==> src/rtl/irq_level_ctrl.sv <==
module irq_level_ctrl #(
  parameter logic [15:0] VERSION = 16'h0010
) (
  input  logic        clk,
  input  logic        rst_n,
  input  logic [12:0] irq_in,
  input  logic        sel,
  input  logic        wr,
  input  logic [5:0]  addr,
  input  logic [15:0] wdata,
  output logic [15:0] rdata,
  output logic [3:0]  irl_code,
  output logic [15:0] out_port,
  output logic        pwr_off
);
  localparam int NSRC = 13;
  localparam logic [4:0] A_MASK = 5'h00;
  localparam logic [4:0] A_PWR  = 5'h18;
  localparam logic [4:0] A_VER  = 5'h19;
  localparam logic [4:0] A_PORT = 5'h1b;
  localparam logic [NSRC-1:0][3:0] BITPOS =
    {4'd15, 4'd0, 4'd13, 4'd14, 4'd7, 4'd4, 4'd5, 4'd6, 4'd10, 4'd12, 4'd8, 4'd9, 4'd11};

  logic [15:0] mask_q, mon_q, mon_d, port_q;
  logic [NSRC-1:0] elig;
  logic [3:0] win;
  wire [4:0] wa = addr[5:1];
  wire we = sel && wr;

  always_comb begin
    mon_d = '0;
    for (int i = 0; i < NSRC; i++) mon_d[BITPOS[i]] = irq_in[i];
  end

  always_ff @(posedge clk or negedge rst_n)
    if (!rst_n) begin
      mask_q  <= '0;
      mon_q   <= '0;
      port_q  <= '0;
      pwr_off <= 1'b0;
    end else begin
      mon_q   <= mon_d;
      pwr_off <= we && wa == A_PWR && wdata[0];
      if (we && wa == A_MASK) mask_q <= wdata;
      if (we && wa == A_PORT) port_q <= wdata;
    end

  genvar g;
  generate
    for (g = 0; g < NSRC; g++) begin : g_elig
      assign elig[g] = mon_q[BITPOS[g]] & mask_q[BITPOS[g]];
    end
  endgenerate

  always_comb begin
    win = 4'd15;
    for (int i = NSRC - 1; i >= 0; i--)
      if (elig[i]) win = 4'(i);
  end

  assign irl_code = win ^ 4'hf;
  assign out_port = port_q;

  always_comb
    case (wa)
      A_MASK:  rdata = mask_q;
      A_PORT:  rdata = port_q;
      A_VER:   rdata = VERSION;
      default: rdata = 16'h0000;
    endcase
endmodule

==> config.mk <==
export PLATFORM = sky130hd
export DESIGN_NAME = irq_level_ctrl
export DESIGN_NICKNAME = d
export VERILOG_FILES = /design/src/rtl/irq_level_ctrl.sv
export SDC_FILE = /design/constraint.sdc
export NUM_CORES = 1
export LEC_CHECK = 0
export ABC_CLOCK_PERIOD_IN_PS = 2810
export CAP_MARGIN = 15
export CORE_ASPECT_RATIO = 0.75
export CORE_MARGIN = 4
export CORE_UTILIZATION = 47
export DETAILED_ROUTE_END_ITERATION = 12
export PLACE_DENSITY = 0.95
export SLEW_MARGIN = 20
export SYNTH_ARGS = -nofsm -noshare
export SYNTH_HDL_FRONTEND = slang
export SYNTH_SLANG_ARGS = --single-unit
export TNS_END_PERCENT = 100
==> constraint.sdc <==
create_clock -name clk -period 2.81 [get_ports clk]
set_clock_uncertainty 0.1 [all_clocks]
set_input_delay 0.4215 -clock clk [delete_from_list [all_inputs] [get_ports clk]]
set_output_delay 0.4215 -clock clk [all_outputs]
set_load 0.02 [all_outputs]
# After elaboration in Yosys (flattened, before gate mapping)
# Index checks and enable logic that the tools add are counted.
[op_classes] n_eq_ne=3 muxes=14 bitwise_logic=14 n_reduce_logical=6
[op_table] cell="2-to-1 mux 4 bit" n=12
[op_table] cell="case mux 16 bit (3 select lines)" n=1
[op_table] cell="equality test 5 bit, second input constant" n=3
[op_table] cell="AND 1 bit" n=13
[op_table] cell="logical AND 1 bit" n=5
[op_table] cell="logical NOT 5 bit" n=1
[op_table] cell="NOT 4 bit" n=1
[op_table] cell="2-to-1 mux 2 bit" n=1
[totals] regBits=46 out_inout_bits=37

# Depth between registers and ports, before layout
[logic_depth] word_depth=15 depth_mapped=7 ltp_nobuf=4

# Least setup slack after synthesis
# OpenSTA, ideal clock, no wires.
[synth_path] kind="input to output" from="in addr[5]" to="out rdata[0]" arrival_ps=1576 setup_slack_ps=712 cell_stages=4 path_buffers=1 path_cell_list="or3_1 > nor3_2 > buf_2 > a22o_1"
[synth_between] elab_chain_cells=2 elab_cells_between_ends=4 cone_classes="2 x eq/ne; 1 x mux; 1 x reduce/logical"
[synth_lines] item="start: declaration" line="9" text="input logic [5:0] addr,"
[synth_lines] item="equality test 5 bit / logical NOT 5 bit (equally long branches)" line="65" text="case (wa)"
[synth_lines] item="case mux 16 bit (3 select lines) (*)" line="65"
[synth_lines] item="end: declaration" line="11" text="output logic [15:0] rdata,"
# Mark *: on every way between the ends. The rest lies on a longest branch, timed or not.

# Final worst setup path
[layout_path] from="in addr[5]" to="out rdata[15]"
# Same word-level chain as after synthesis.

==> run metrics <==
data required time of the critical path=2290 ps; drc violations=0; CP Launch Type=primary input; GRT Overall Usage=0.173; FILL cells=307; CP endpoint kind=primary output; Area growth, synth to finish=43.3%; Synth Instances=141; CTS tree=built; Synth top area share=0.579; worst slack, placed=-73.2 ps; Peak VDD IR=0.434 mV; final worst slack=196 ps; post-route clock period utilization=0.930; share of layout cells above drive strength 1=0.179; number of global-route vias before repair=1,506; # port buffers=74; final setup fails=0; Leakage Power=1.35 nW; Layout Nets=258; Max Cap Violations=0; Yosys top cell by area=dfrtp_1; Initial Utilization=0.490; met2 global-route usage=0.296; dominant cells by area after synthesis=dfrtp_1 58%, mux2_2 9.1%, mux2_4 7.6%, a22o_1 7.1%, mux2_1 3.4%; core area=0.00405 mm²; GR Layer Usage met1=0.202; Pwr Total=1.55 mW; clock sink count=46; setup tns final=0 ps; Reg2Reg Setup Slack=1860 ps; Die Height=64.3 µm; number of diodes=0; first-pass GRT wire length=7160 µm; Cell Count Post-Placement=267; delay-heaviest family, CP=buffers and inverters; final hold violation count=0; Least-Margin Pin Slew=549 ps; vias=1,463; Synth Net Count=180; slowest cell on the critical path=clkdlybuf4s50_1; worst skew pair latency=290 ps; Routed WL per cell=16.8 µm; Die W=83.1 µm; # IOs=76; Via density=5.36; antenna viol nets, final=0; Yosys reg bits=46; syn_area_per_cell=14.1 µm²; register area share after synthesis=0.579; largest net degree at the start of global routing=47; Final Util=0.702; Syn. warnings=0; initial DRC count=58; grt total ovfl=0; Setup Buffers After CTS=0; drt total wl=4580 µm; type of the worst min-delay path=in -> async; Setup CP Type=in -> out; DR pass1 iterations=4; min Tclk post-route=2610 ps; relative slew slack=0.634; Max Clk Rate=383 MHz; status=finished clean; Critical path origin=addr[5]; crit path cell chain=clkdlybuf4s50_1 -> or3_1 -> nor3_2 -> buf_4 -> a22o_1 -> dlygate4sd2_1; RSZ-0062 raised after global routing=false; clk buf depth=2; slowest cell delay on critical path=420 ps; Cell Pwr Density=546 mW/mm²; CTS H-Tree Depth=2; met3 GRT Util=0.0619; post-DP HPWL=3430 µm; Worst R2R Start=mask_q[10]; CTS buffer count=5; Die Area=0.00534 mm²; Bufs and invs on worst path=3; routability cong.=0.828; GRT busiest layer=met2; row cnt=20; Root Buffer Master=clkbuf_8; Worst-path clk slew=70 ps; critical path fanouts, max=8; initial antenna violation count=0; Mapped Area=0.00199 mm²; worst path arrival time=2090 ps; Netlist cell types=27; Finished Layout Cells=273; Slew Limit Fails=0
-- power by group --
part           leakage [nW]  internal [mW]  switching [mW]
Clock                0.0431          0.190           0.198
Combinational         0.720          0.214           0.160
Sequential            0.591          0.733          0.0585
-- per-stage QoR --
stage | hold WS [ps] | area (µm²)
5_1_grt | 54.7 | 2850
6_report | 12.5 | 2850
3_3_place_gp | 389 | 2780
2_1_floorplan | 25.9 | 1990
4_1_cts | 216 | 2840
3_5_place_dp | 405 | 2780
-- synthesized netlist by cell type --
library cell and number:
mux2_1 6, a32oi_1 2, a22oi_1 2, a21boi_0 1, nand2b_1 2, and3_1 3
a22o_1 16, clkbuf_1 1, mux2_4 10, o211ai_1 1, nand2_1 13, buf_2 3
a21oi_1 1, or3_1 1, and3_4 1, o21ai_0 3, nor3_1 1, nand3_1 2
nor3_2 1, a41o_1 1, buf_6 3, dfrtp_1 46, and3b_1 2, mux2_2 16
a32o_1 1, a221oi_1 1, and4_1 1
-- cell type report --
cell class	count	area (µm²)	share of cell area
sequential	46	1150	0.404
multi-input combinational	88	783	0.275
timing repair buffer	78	761	0.267
clock buffer	6	82.6	0.0290
tap	55	68.8	0.0242
-- flip-flops by register name (all words and copies together) (netlist names) --
| name | flops |
|---|---|
| mon_q | 13 |
| pwr_off | 1 |
| out_port | 16 |
| mask_q | 16 |
-- layer usage --
layer,share of wire,up-vias
met5,0,-
met1,0.44,717
met3,0.080,7
met2,0.47,63
met4,0.013,0
li1,-,676
-- logic make-up (layout without fill, tap and decap cells) --
group,count (synthesis),count (layout),share of synthesized area
flip-flops,46,46,0.579
AO/OA/AOI/OAI,29,29,0.119
buffers and inverters,7,84,0.0264
AND/OR/NAND/NOR,27,27,0.0749
multiplexers,32,32,0.200
-- worst paths after layout --
check / endpoint / cells past startpoint
max: rdata[15] / 6
min in group clk: mask_q[3] / 1
min reg2reg: mask_q[3] / 1
max in group asynchronous: out_port[15] / 1
max reg2reg: mask_q[10] / 1
min: out_port[2] / 1
-- placed cells by master (no fill, tap or decap), types with 3 or more instances in the layout --
master           synthesis  routed
and3_1                   3       3
clkdlybuf4s50_1          0      57
mux2_2                  16      16
nand2_1                 13      13
mux2_4                  10      10
dfrtp_1                 46      46
clkbuf_8                 0       6
buf_4                    0       4
mux2_1                   6       6
o21ai_0                  3       3
dlygate4sd2_1            0      16
a22o_1                  16      16
-- what timing repair did --
action / 4_1_cts / 5_1_grt
hold buffers: 0 / 0
hold endpoints to repair: 0 / 0
endpoints found under the setup margin: 16 / 0
gates resized for setup: 16 / 0
(Power assumes the default switching activity.)
